File: src/rtl/muSarPkg.sv
package muSarPkg;
  localparam int ChordW = 3;
  localparam int StepW  = 4;
  localparam int WordW  = 1 + ChordW + StepW;
  localparam int TapW   = StepW + 2;
  localparam int MaxChord = (1 << ChordW) - 1;
  localparam logic [WordW-1:0] ZeroSubst = 8'h02;

  typedef enum logic [2:0] {
    ST_IDLE, ST_SAMPLE, ST_SIGN, ST_CHORD, ST_STEP
  } seqState_t;

  typedef struct packed {
    logic             clearAll;
    logic             latchSign;
    logic             chordEval;
    logic             stepEval;
    logic [1:0]       stepBit;
    logic             finish;
  } seqStrobes_t;
endpackage

File: src/rtl/seqCtrl.sv
module seqCtrl
  import muSarPkg::*;
#(
  parameter int SETTLE_CYCLES = 4
) (
  input  logic              clk,
  input  logic              rstN,
  input  logic              startStrobe,
  input  logic              cmpAbove,
  input  logic [ChordW-1:0] trialChord,
  output seqStrobes_t       stb,
  output seqState_t         state
);
  localparam int CntW = (SETTLE_CYCLES > 1) ? $clog2(SETTLE_CYCLES) : 1;
  localparam logic [CntW-1:0] LastCnt = CntW'(SETTLE_CYCLES - 1);

  logic [CntW-1:0] settleCnt;
  logic [1:0]      bitIdx;
  logic            lastTick;

  assign lastTick = (settleCnt == LastCnt);

  always_comb begin
    stb           = '0;
    stb.clearAll  = (state == ST_IDLE) && startStrobe;
    stb.latchSign = (state == ST_SIGN) && lastTick;
    stb.chordEval = (state == ST_CHORD) && lastTick;
    stb.stepEval  = (state == ST_STEP) && lastTick;
    stb.stepBit   = bitIdx;
    stb.finish    = (state == ST_STEP) && lastTick && (bitIdx == 2'd0);
  end

  always_ff @(posedge clk) begin
    if (!rstN) begin
      state     <= ST_IDLE;
      settleCnt <= '0;
      bitIdx    <= 2'd3;
    end else if (state == ST_IDLE) begin
      settleCnt <= '0;
      bitIdx    <= 2'd3;
      if (startStrobe) state <= ST_SAMPLE;
    end else if (lastTick) begin
      settleCnt <= '0;
      unique case (state)
        ST_SAMPLE: state <= ST_SIGN;
        ST_SIGN:   state <= ST_CHORD;
        ST_CHORD:  if (!cmpAbove || trialChord == ChordW'(MaxChord - 1)) state <= ST_STEP;
        ST_STEP: begin
          if (bitIdx == 2'd0) state <= ST_IDLE;
          else bitIdx <= bitIdx - 2'd1;
        end
        default:   state <= ST_IDLE;
      endcase
    end else begin
      settleCnt <= settleCnt + 1'b1;
    end
  end

  AST_CHORD_EXIT: assert property (@(posedge clk) disable iff (!rstN)
    (state == ST_CHORD && lastTick && !cmpAbove) |=> (state == ST_STEP));
  AST_IDLE_IGNORES: assert property (@(posedge clk) disable iff (!rstN)
    (state != ST_IDLE && state != ST_STEP) |=> (state != ST_IDLE));
endmodule

File: src/rtl/sarData.sv
module sarData
  import muSarPkg::*;
(
  input  logic              clk,
  input  logic              rstN,
  input  seqStrobes_t       stb,
  input  logic              cmpAbove,
  input  logic              stepActive,
  input  logic              searchActive,
  output logic              plateGround,
  output logic [ChordW-1:0] chordReg,
  output logic [TapW-1:0]   tapIdx,
  output logic              done,
  output logic [WordW-1:0]  pcmWord
);
  logic             signNeg;
  logic [StepW-1:0] stepReg;
  logic [StepW-1:0] trialStep;
  logic [WordW-1:0] rawWord;
  logic [WordW-1:0] invWord;
  logic [StepW-1:0] stepNext;

  always_comb begin
    trialStep = stepReg;
    trialStep[stb.stepBit] = 1'b1;
    stepNext  = stepReg;
    stepNext[stb.stepBit] = cmpAbove;
  end

  assign tapIdx  = stepActive ? {1'b0, trialStep, 1'b0} : '0;
  assign rawWord = {signNeg, chordReg, stb.stepEval ? stepNext : stepReg};
  assign invWord = ~rawWord;

  always_ff @(posedge clk) begin
    if (!rstN) begin
      signNeg     <= 1'b0;
      plateGround <= 1'b0;
      chordReg    <= '0;
      stepReg     <= '0;
      done        <= 1'b0;
      pcmWord     <= '1;
    end else begin
      done <= 1'b0;
      if (stb.clearAll) begin
        signNeg     <= 1'b0;
        plateGround <= 1'b0;
        chordReg    <= '0;
        stepReg     <= '0;
      end
      if (stb.latchSign) begin
        signNeg     <= !cmpAbove;
        plateGround <= cmpAbove;
      end
      if (stb.chordEval && cmpAbove && chordReg != ChordW'(MaxChord))
        chordReg <= chordReg + 1'b1;
      if (stb.stepEval) stepReg <= stepNext;
      if (stb.finish) begin
        done    <= 1'b1;
        pcmWord <= (invWord == '0) ? ZeroSubst : invWord;
      end
    end
  end

  AST_DONE_PULSE: assert property (@(posedge clk) disable iff (!rstN)
    done |=> !done);
  AST_NO_ZERO_WORD: assert property (@(posedge clk) disable iff (!rstN)
    done |-> (pcmWord != '0));
  AST_PLATE_HOLD: assert property (@(posedge clk) disable iff (!rstN)
    ((searchActive || stepActive) && $past(searchActive || stepActive)) |-> $stable(plateGround));
  AST_CHORD_MONO: assert property (@(posedge clk) disable iff (!rstN)
    (searchActive && $past(searchActive)) |-> (chordReg >= $past(chordReg)));
  AST_TAP_RANGE: assert property (@(posedge clk) disable iff (!rstN)
    stepActive |-> (tapIdx <= 6'd32 && !tapIdx[0]));
endmodule

File: src/rtl/muSarSequencer.sv
module muSarSequencer
  import muSarPkg::*;
#(
  parameter int SETTLE_CYCLES = 4
) (
  input  logic        clk,
  input  logic        rstN,
  input  logic        sampleStrobe,
  input  logic        cmpAbove,
  output logic        sampleOn,
  output logic        plateGround,
  output logic        chordPhase,
  output logic        stepPhase,
  output logic [2:0]  capCount,
  output logic [5:0]  tapIdx,
  output logic        done,
  output logic [7:0]  pcmWord
);
  seqStrobes_t stb;
  seqState_t   state;

  assign sampleOn   = (state == ST_SAMPLE);
  assign chordPhase = (state == ST_CHORD);
  assign stepPhase  = (state == ST_STEP);

  seqCtrl #(.SETTLE_CYCLES(SETTLE_CYCLES)) uCtrl (
    .clk(clk), .rstN(rstN), .startStrobe(sampleStrobe), .cmpAbove(cmpAbove),
    .trialChord(capCount), .stb(stb), .state(state)
  );

  sarData uData (
    .clk(clk), .rstN(rstN), .stb(stb), .cmpAbove(cmpAbove),
    .stepActive(stepPhase), .searchActive(chordPhase),
    .plateGround(plateGround), .chordReg(capCount), .tapIdx(tapIdx),
    .done(done), .pcmWord(pcmWord)
  );

  AST_ONE_PHASE: assert property (@(posedge clk) disable iff (!rstN)
    $onehot0({sampleOn, chordPhase, stepPhase}));
endmodule

File: config.mk
export PLATFORM = sky130hd
export DESIGN_NAME = muSarSequencer
export DESIGN_NICKNAME = d
export VERILOG_FILES = /design/src/rtl/muSarPkg.sv /design/src/rtl/seqCtrl.sv /design/src/rtl/sarData.sv /design/src/rtl/muSarSequencer.sv
export SDC_FILE = /design/constraint.sdc
export NUM_CORES = 1
export LEC_CHECK = 0
export CAP_MARGIN = 20
export CORE_MARGIN = 5
export CORE_UTILIZATION = 45
export CTS_CLUSTER_DIAMETER = 40
export DETAILED_ROUTE_END_ITERATION = 16
export PLACE_DENSITY = 0.73
export SLEW_MARGIN = 20
export SYNTH_ARGS = -nofsm -noshare
export SYNTH_HDL_FRONTEND = slang
export SYNTH_SLANG_ARGS = --single-unit
File: constraint.sdc
create_clock -name clk -period 1.4 [get_ports clk]
set_input_delay 0.21 -clock clk [delete_from_list [all_inputs] [get_ports clk]]
set_output_delay 0.21 -clock clk [all_outputs]
set_load 0.01 [all_outputs]
Word level (Yosys, flattened, before mapping)

Cells that the tools add are included.

Add/subtract/negate cells: 3
Magnitude comparators: 2
Equal/unequal tests: 10
Muxes and demuxes: 20
Bitwise gates (word level): 4
Reduce and logical (&&, ||, !) cells: 21

Operators with widths:

| kind                | number |
|---|---|
| $mux 3              | 7 |
| $mux 4              | 3 |
| $pmux 3 s4          | 1 |
| $logic_and 1x1->1   | 8 |
| $logic_not 8->1     | 1 |
| $mux 8              | 1 |
| $not 8->8           | 1 |
| $reduce_bool 2->1   | 4 |
| $eq 3x2->1 const B  | 2 |
| $eq 3x3->1 const B  | 2 |
| $ne 3x3->1 const B  | 2 |
| $mux 1              | 5 |
| $mux 5              | 1 |
| $bwmux 4            | 1 |
| $or 4x4->4          | 1 |
| $reduce_and 4->1    | 1 |
| $add 3x1->3 const B | 1 |
| $eq 3x1->1 const B  | 1 |
| $logic_not 3->1     | 1 |
| $lt 2x3->1 const B  | 1 |
| $ne 3x1->1 const B  | 1 |
| $reduce_and 3->1    | 1 |
| $reduce_or 3->1     | 1 |
| $add 2x1->2 const B | 1 |
| 10 further kinds    | 11 |

Flip-flop bits (word level): 25
Input bits: 4
Output and inout bits: 22
Logic and storage cells: 69

Logic depth before layout (Yosys ltp)

Gate-level depths: netlist of the first run.

Word-level depth: 9
Depth in mapped cells: 7
Depth with buffers taken out: 6

Cells and area by module

A second synthesis of the first run with hierarchy kept.

Cells, all modules: 172
Area total of the unflattened synthesis: 1440.1 um^2

By module, submodules not included:

| module         | times used | cells each | area an instance (um^2) | sequential area each (um^2) |
|---|---|---|---|---|
| sarData        | 1          | 116        | 954.7                   | 360.3 |
| seqCtrl        | 1          | 53         | 460.4                   | 140.1 |
| muSarSequencer | 1          | 3          | 25.0                    | 0.0 |

Least setup slack after synthesis of the first run

No wires, ideal clock.

Path type: flip-flop to flip-flop
From: register uCtrl.settleCnt[0]
To: register uData.pcmWord[0]
Setup time: 0.130 ns
Arrival: 1.313 ns
Required time: 1.270 ns
Slack: -0.043 ns
Stages on the path, launching flop included: 8
Path buffers: 2
Clock period less this slack: 1.443 ns
Cell sequence: dfxtp_1 ha_1 buf_4 and4bb_1 buf_6 and2_4 o21ai_0 nand2_1

Cells in the longest elaborated chain, start to end: 6
Elaborated cells between the ends (all ways): 7
Classes of those cells: 1 x eq/ne; 2 x mux; 1 x bitwise; 3 x reduce/logical

Ends and longest elaborated chain:

| item                   | line                         | text |
|---|---|---|
| start, declared        | seqCtrl.sv:17                | `logic [CntW-1:0] settleCnt;` |
| start signal, assigned | seqCtrl.sv:55                | `settleCnt <= settleCnt + 1'b1;` |
| $eq 2x2->1 (*)         | seqCtrl.sv:21                | `assign lastTick = (settleCnt == LastCnt);` |
| $logic_and 1x1->1 (*)  | seqCtrl.sv:28, seqCtrl.sv:30 |  |
| $mux 4                 | sarData.sv:31                | `assign rawWord = {signNeg, chordReg, stb.stepEval ? stepNext : stepReg};` |
| $not 8->8              | sarData.sv:32                | `assign invWord = ~rawWord;` |
| $logic_not 8->1        | sarData.sv:59                | `pcmWord <= (invWord == '0) ? ZeroSubst : invWord;` |
| $mux 8                 | sarData.sv:59                |  |
| end signal, assigned   | sarData.sv:59                |  |
| end, declared          | sarData.sv:14                | `output logic [WordW-1:0] pcmWord` |

Mark *: on every way between the ends. The rest lies on a longest branch, timed or not.
A chain may end at the register's enable or synchronous reset.

Worst setup path in the final report of the first run

From: register uCtrl.state[0]
To: register uData.chordReg[0]

Cells in the longest elaborated chain, start to end: 5
Elaborated cells between the ends (all ways): 8
Classes of those cells: 1 x eq/ne; 1 x mux; 6 x reduce/logical

Ends and longest elaborated chain:

| item                                               | line          | text |
|---|---|---|
| start, declared                                    | seqCtrl.sv:12 | `output seqState_t state` |
| start signal, assigned                             | seqCtrl.sv:35 | `state <= ST_IDLE;` |
| start signal, assigned                             | seqCtrl.sv:41 | `if (startStrobe) state <= ST_SAMPLE;` |
| start signal, assigned                             | seqCtrl.sv:45 | `ST_SAMPLE: state <= ST_SIGN;` |
| $eq 3x2->1                                         | seqCtrl.sv:27 | `stb.chordEval = (state == ST_CHORD) && lastTick;` |
| $logic_and 1x1->1                                  | seqCtrl.sv:27 |  |
| $logic_and 1x1->1 (2 in a row)                     | sarData.sv:54 | `if (stb.chordEval && cmpAbove && chordReg != ChordW'(MaxChord))` |
| $mux 3 / $reduce_bool 2->1 (equally long branches) | n/a           |  |
| end signal, assigned                               | sarData.sv:55 | `chordReg <= chordReg + 1'b1;` |
| end, declared                                      | sarData.sv:11 | `output logic [ChordW-1:0] chordReg,` |

Parallel ways exist; a longest one is shown, timed or not.

==> results.py, run 1 <==
metrics = {
    "global_routing": {
        "grt_max_degree": 16,
        "grt_pass1_vias": 1199,
        "track_usage_pct": 16.6,
        "grt.overflow.total": 0,
        "grt_pass1_wl_um": 5550,
        "antenna_found_initial": 0,
    },
    "clock_tree": {
        "cts-root-buf": "clkbuf_4",
        "insertion_delay_ns": 0.32,
        "cts_tree": "yes",
        "clockBufferDepth": 2,
        "clock-sinks": 25,
        "cts_max_level": 1,
        "postCtsHoldBufs": 0,
        "numCtsBuffers": 3,
        "path_clk_slew_ns": 0.14,
    },
    "synthesis": {
        "yosysWarnings": 0,
        "synth_area_um2": 1320,
        "ys.flop_type": "dfxtp_1",
        "synthArstFlopShare_pct": 0,
        "synth_top_area_share_pct": 38.0,
        "ys_seq_area_share_pct": 38.0,
        "syn_avg_cell_area_um2": 8.96,
        "ys_types": 43,
        "yosysTopAreaCell": "dfxtp_1",
        "synth_edf_count": 0,
        "yosys-top-cells-area": "dfxtp_1 38%, ha_1 7.6%, nand2_1 6.3%, nor2_1 4.3%, mux2i_1 3.8%",
        "synth_seq_cells": 25,
        "netlist_instances": 147,
    },
    "placement": {
        "post-dp-hpwl_um": 2360,
        "dpl.cell_count": 217,
        "portBuffers": 23,
        "globalplace.congestion": 0.835,
    },
    "setup_path": {
        "critPathArrivalTime_ns": 1.70,
        "cp-start-kind": "flop",
        "crit_type": "flop to flop",
        "critPathMaxFanout": 6,
        "cp_data_required_time_ns": 1.63,
        "end_kind": "flop",
        "r2r_slack_ns": -0.07,
    },
    "run_status": {
        "status": "finished with violations",
        "failed_checks": "negative setup slack",
    },
    "timing": {
        "fmax_mhz": 683,
        "grt_setup_unrepaired": "yes",
        "drv_slew": 0,
        "setup_violations": 6,
        "post-route-period-util_pct": 105,
        "skew_ns": 0.00362,
        "hold_viol": 0,
        "fin_ws_ns": -0.0651,
        "period_minus_slack_ns": 1.47,
    },
    "hold_path": {
        "hold_path_class": "flop to flop",
    },
    "detailed_routing": {
        "drt_iter0_drc": 67,
        "routedWlPerCell_um": 14.3,
        "wl_um": 3250,
        "vias": 1223,
        "drc": 0,
        "final_antenna_net_count": 0,
        "via_per_inst": 5.36,
        "dr.pass1.iters": 4,
    },
    "pwr": {
        "seq_power_share_pct": 62.0,
        "p_int_w": 0.000879,
        "netSwitchingPower_w": 0.000279,
        "finalPower_w": 0.00116,
        "ir_worst_vdd_mv": 0.521,
        "leakage_nw": 0.892,
        "p_clk_share_pct": 28.3,
        "combPwrFrac_pct": 9.7,
        "power_density_nw_per_um2": 587,
        "swShare_pct": 24.1,
    },
    "die": {
        "core_um2": 2780,
        "die_x_um": 64.1,
        "die_h_um": 64.1,
        "rows": 19,
        "start_util_pct": 47.4,
        "dieArea_um2": 4110,
        "io_pins": 26,
    },
    "final_layout": {
        "n_antenna_cell": 0,
        "area_delta_synth_final_pct": 49.8,
        "drive_above_1_share_pct": 45.7,
        "num-nets-final": 210,
        "stdcell_count": 228,
    },
    "flow_run": {
        "max-cap-violations": 0,
    },
}
stage by stage:
stage	cell area, µm²	util [%]	hold slack, ns	worst slack (ns)	setup TNS (ns)
final	1970	70.9	0.448	-0.0651	-0.171
after global placement	1750	62.8	0.417	-0.152	-1.83
after floorplan	1360	-	0.412	0.00751	0
after global routing	1970	70.9	0.455	-0.148	-0.746
after CTS	1880	67.7	0.450	-0.0927	-0.471
after detailed placement	1750	62.8	0.431	-0.196	-2.39
cell usage in the layout (no fill, tap or decap), types with 2 or more instances in the layout:
cell and n:
buf_4 24, nand2_1 19, dfxtp_1 16, dlygate4sd2_1 13, buf_6 8, nor2_1 7, buf_2 7, mux2i_1 5
a21oi_1 5, dfxtp_4 5, nor2_4 4, nor2_2 4, o21ai_1 4, nand3_1 4, ha_4 4, dfxtp_2 4
nand2_4 3, nor2b_1 3, nand2b_1 3, o211ai_1 3, ha_2 3, clkbuf_4 3, clkdlybuf4s50_1 3, inv_4 2
inv_1 2, and2_1 2, o31ai_1 2, nor3_1 2, o211ai_2 2, conb_1 2
state kept, by name, indices dropped and copies added (netlist names):
signal and flops:
uCtrl.settleCnt 2, uData.signNeg 1, uData.stepReg 4, uCtrl.state 3, uData.pcmWord 8, uCtrl.bitIdx 2
uData.chordReg 3, uData.done 1, uData.plateGround 1
cells in the mapped netlist, types with 3 or more instances:
master,number
dfxtp_1,25
nand2_1,22
nor2_1,15
ha_1,8
a21oi_1,6
mux2i_1,5
inv_1,4
nand3_1,4
o21ai_0,4
a21boi_0,3
buf_2,3
buf_4,3
nand2b_1,3
nor2b_1,3
nor3_1,3
o211ai_1,3
worst max-delay path, stage by stage, from the launching register on:
cell and delay, ns:
dfxtp_4 0.40, buf_6 0.12, or4b_4 0.58, nand2_1 0.08, mux2i_1 0.06, and2_1 0.14
final cells by class:
cell class                 count  area (µm²)
fill                         224         808
inverter                       4        20.0
clock buffer                   3        22.5
timing repair buffer          55         449
multi-input combinational    109         911
sequential                    25         524
clock inverter                 1        7.51
tap                           31        38.8
power groups by stage:
stage                     Sequential [W]  Clock (W)  Combinational [W]
after floorplan                 0.000738          0          0.0000540
after CTS                       0.000721   0.000343           0.000102
final                           0.000717   0.000328           0.000112
after global placement          0.000740          0          0.0000800
after global routing            0.000719   0.000377           0.000121
after detailed placement        0.000740          0          0.0000819
metal layers:
metal | GRT usage, % | routed length [µm] | vias to the layer above
li1 | - | - | 603
met1 | 20.4 | 1330 | 582
met2 | 28.8 | 1680 | 30
met3 | 2.98 | 160 | 8
met4 | 6.11 | 80 | 0
met5 | 0 | 0 | -
what timing repair did:
item | CTS | global route
gates resized for setup | 75 | 28
cloned | 0 | 0
pin swaps | 10 | 15
setup buffers | 8 | 0
hold endpoints to repair | 0 | 0
setup endpoints to repair | 34 | 24
kinds of logic after synthesis:
| kind of cell | Yosys count | synth area share, % |
|---|---|---|
| buffers and inverters | 14 | 6.27 |
| multiplexers | 5 | 3.80 |
| AO/OA/AOI/OAI | 27 | 15.1 |
| flip-flops | 25 | 38.0 |
| adder cells (fa/ha/maj) | 8 | 7.60 |
| XOR/XNOR | 1 | 0.665 |
| other | 1 | 0.285 |
| AND/OR/NAND/NOR | 66 | 28.3 |
final timing paths:
path | start | endpoint | depth (start not counted)
worst max register to register | uCtrl.state[0] | uData.chordReg[0] | 5
worst min register to register | uCtrl.settleCnt[0] | uCtrl.settleCnt[0] | 1
worst max-delay path | uCtrl.state[0] | uData.chordReg[0] | 5
worst min-delay path | uCtrl.settleCnt[0] | uCtrl.settleCnt[0] | 1
(Power assumes the default switching activity.)
==> inputs of run 2 (changes only) <==
ABC_AREA = 1   (was default)
CTS_BUF_LIST = sky130_fd_sc_hd__clkbuf_8   (was default)
==> results.py, run 2 <==
metrics = {
    "run_status": {
        "status": "finished with violations",
        "failed_checks": "negative setup slack",
    },
    "timing": {
        "post-route-period-util_pct": 103,
        "fin_ws_ns": -0.0465,
        "drv_slew": 0,
        "skew_ns": 0.00213,
        "setup_violations": 7,
        "fmax_mhz": 691,
        "grt_setup_unrepaired": "yes",
        "period_minus_slack_ns": 1.45,
        "hold_viol": 0,
    },
    "final_layout": {
        "final_cell_mix": "36 x nand2_1, 23 x buf_4, 18 x dfxtp_1, 16 x inv_1, 14 x nor2_1",
        "num-nets-final": 244,
        "largestRegisters": "uData.pcmWord (8), uData.stepReg (4)",
        "n_antenna_cell": 0,
        "finish.utilization_pct": 71.7,
        "finalInstanceArea_um2": 1990,
        "fill_cells": 217,
        "largest_register": "uData.pcmWord",
        "multi_input_area_um2": 830,
        "area_delta_synth_final_pct": 51.9,
        "largest_register_ffs": 8,
        "drive_above_1_share_pct": 41.6,
        "regArea_um2": 517,
        "final_common_cell": "nand2_1",
        "stdcell_count": 262,
    },
    "clock_tree": {
        "insertion_delay_ns": 0.27,
        "path_clk_slew_ns": 0.09,
        "numCtsBuffers": 3,
        "clockBufferDepth": 2,
        "cts-root-buf": "clkbuf_8",
        "cts_tree": "yes",
        "cts_max_level": 1,
        "postCtsHoldBufs": 0,
        "clock-sinks": 25,
    },
    "detailed_routing": {
        "vias": 1363,
        "via_per_inst": 5.20,
        "wl_um": 3670,
        "drt_iter0_drc": 46,
        "final_antenna_net_count": 0,
        "dr.pass1.iters": 6,
        "routedWlPerCell_um": 14.0,
        "drc": 0,
    },
    "synthesis": {
        "ys_seq_area_share_pct": 38.1,
        "yosysMostFrequentCell": "nand2_1",
        "synth_seq_cells": 25,
        "synthArstFlopShare_pct": 0,
        "synth_edf_count": 0,
        "netlist_instances": 179,
        "yosys-top-cells-area": "dfxtp_1 38%, nand2_1 13%, ha_1 7.6%, inv_1 6.9%, a21oi_1 5.7%",
        "yosysTopAreaCell": "dfxtp_1",
        "yosysWarnings": 0,
        "syn_avg_cell_area_um2": 7.33,
        "ys_types": 28,
        "synth_area_um2": 1310,
        "synth_top_area_share_pct": 38.1,
        "synth_common_cells": "44 x nand2_1, 25 x dfxtp_1, 24 x inv_1",
        "ys.flop_type": "dfxtp_1",
    },
    "pwr": {
        "swShare_pct": 37.2,
        "seq_power_share_pct": 39.1,
        "ir_worst_vdd_mv": 0.848,
        "combPwrFrac_pct": 38.5,
        "power_density_nw_per_um2": 998,
        "finalPower_w": 0.00199,
        "p_int_w": 0.00125,
        "leakage_nw": 0.862,
        "p_clk_share_pct": 22.4,
        "netSwitchingPower_w": 0.000740,
    },
    "setup_path": {
        "critPathArrivalTime_ns": 1.62,
        "cp-start-kind": "flop",
        "critPathSlowestCell": "dfxtp_4",
        "end_kind": "flop",
        "max_stage_delay_ns": 0.36,
        "cp_data_required_time_ns": 1.58,
        "r2r_cells": 9,
        "crit_chain": "buf_4, buf_4, nand4_4, nand2_1, nand2_2, nor2_2, nand3_2, nand3_2, nand2_1",
        "crit_type": "flop to flop",
        "critPathMaxFanout": 5,
    },
    "die": {
        "rows": 19,
        "core_um2": 2780,
        "start_util_pct": 47.2,
        "dieArea_um2": 4100,
        "io_pins": 26,
        "die_h_um": 64.0,
        "die_x_um": 64.0,
    },
    "global_routing": {
        "grt_pass1_vias": 1322,
        "grt_max_degree": 16,
        "track_usage_pct": 17.5,
        "grt.overflow.total": 0,
        "grt_pass1_wl_um": 5790,
        "antenna_found_initial": 0,
    },
    "hold_path": {
        "whs_path_depth": 1,
        "hold_path_class": "flop to flop",
    },
    "placement": {
        "portBuffers": 23,
        "pre_cts_ws_ns": -0.215,
        "post-dp-hpwl_um": 2490,
        "dpl.cell_count": 253,
        "placed_area_um2": 1740,
        "globalplace.congestion": 0.862,
    },
    "flow_run": {
        "max-cap-violations": 0,
    },
}
[run 2: stage by stage]
step / hold slack [ns] / TNS [ns]
after global routing: 0.465 / -1.07
final: 0.441 / -0.156
after detailed placement: 0.423 / -1.89
after floorplan: 0.295 / 0
after CTS: 0.440 / -0.0765
after global placement: 0.410 / -1.22
[run 2: cell type report]
class / count / share of cell area, %
multi-input cells: 124 / 41.6
flip-flops and latches: 25 / 25.9
repair buffers: 51 / 22.3
inverters: 27 / 5.71
clock buffers: 3 / 2.07
well taps: 31 / 1.95
clock inverters: 1 / 0.377
[run 2: power by group through the flow]
| stage | logic, W | registers [W] | clock network [W] |
|---|---|---|---|
| after floorplan | 0.000364 | 0.000801 | 0 |
| after global placement | 0.000582 | 0.000789 | 0 |
| after detailed placement | 0.000595 | 0.000791 | 0 |
| after CTS | 0.000593 | 0.000769 | 0.000447 |
| after global routing | 0.000831 | 0.000782 | 0.000480 |
| final | 0.000766 | 0.000778 | 0.000445 |
[run 2: timing repair]
action                     CTS  global route
pin swaps                    9            28
buffers inserted             4             3
gates resized for setup     57            45
setup endpoints to repair   22            24
[run 2: cell families (layout without fill, tap and decap cells)]
family / count (synthesis) / in the layout / share of synthesized area (%)
AO/OA/AOI/OAI: 27 / 27 / 11.2
adder cells (fa/ha/maj): 8 / 8 / 7.63
buffers and inverters: 31 / 82 / 10.0
flip-flops: 25 / 25 / 38.1
other: 1 / 2 / 0.286
AND/OR/NAND/NOR: 87 / 87 / 32.7
[run 2: per-layer routing]
metal / up-vias / GRT usage (%) / share of wire (%)
met5: - / 0 / 0
met2: 35 / 30.9 / 52
met1: 653 / 20.6 / 41
li1: 663 / - / -
met3: 12 / 2.63 / 4.4
met4: 0 / 7.79 / 2.6
[run 2: worst paths after layout]
kind,to,slack (ns),from
min reg2reg,uCtrl.settleCnt[0],0.44,uCtrl.settleCnt[0]
max,uData.pcmWord[4],-0.05,uCtrl.state[2]
min,uCtrl.settleCnt[0],0.44,uCtrl.settleCnt[0]
max reg2reg,uData.pcmWord[4],-0.05,uCtrl.state[2]
[run 2: critical path, delay by kind of cell, from the launching register on]
kind                   cells  cell delay [ns]
AND/OR/NAND/NOR            7             0.75
flip-flops                 1             0.36
buffers and inverters      2             0.24
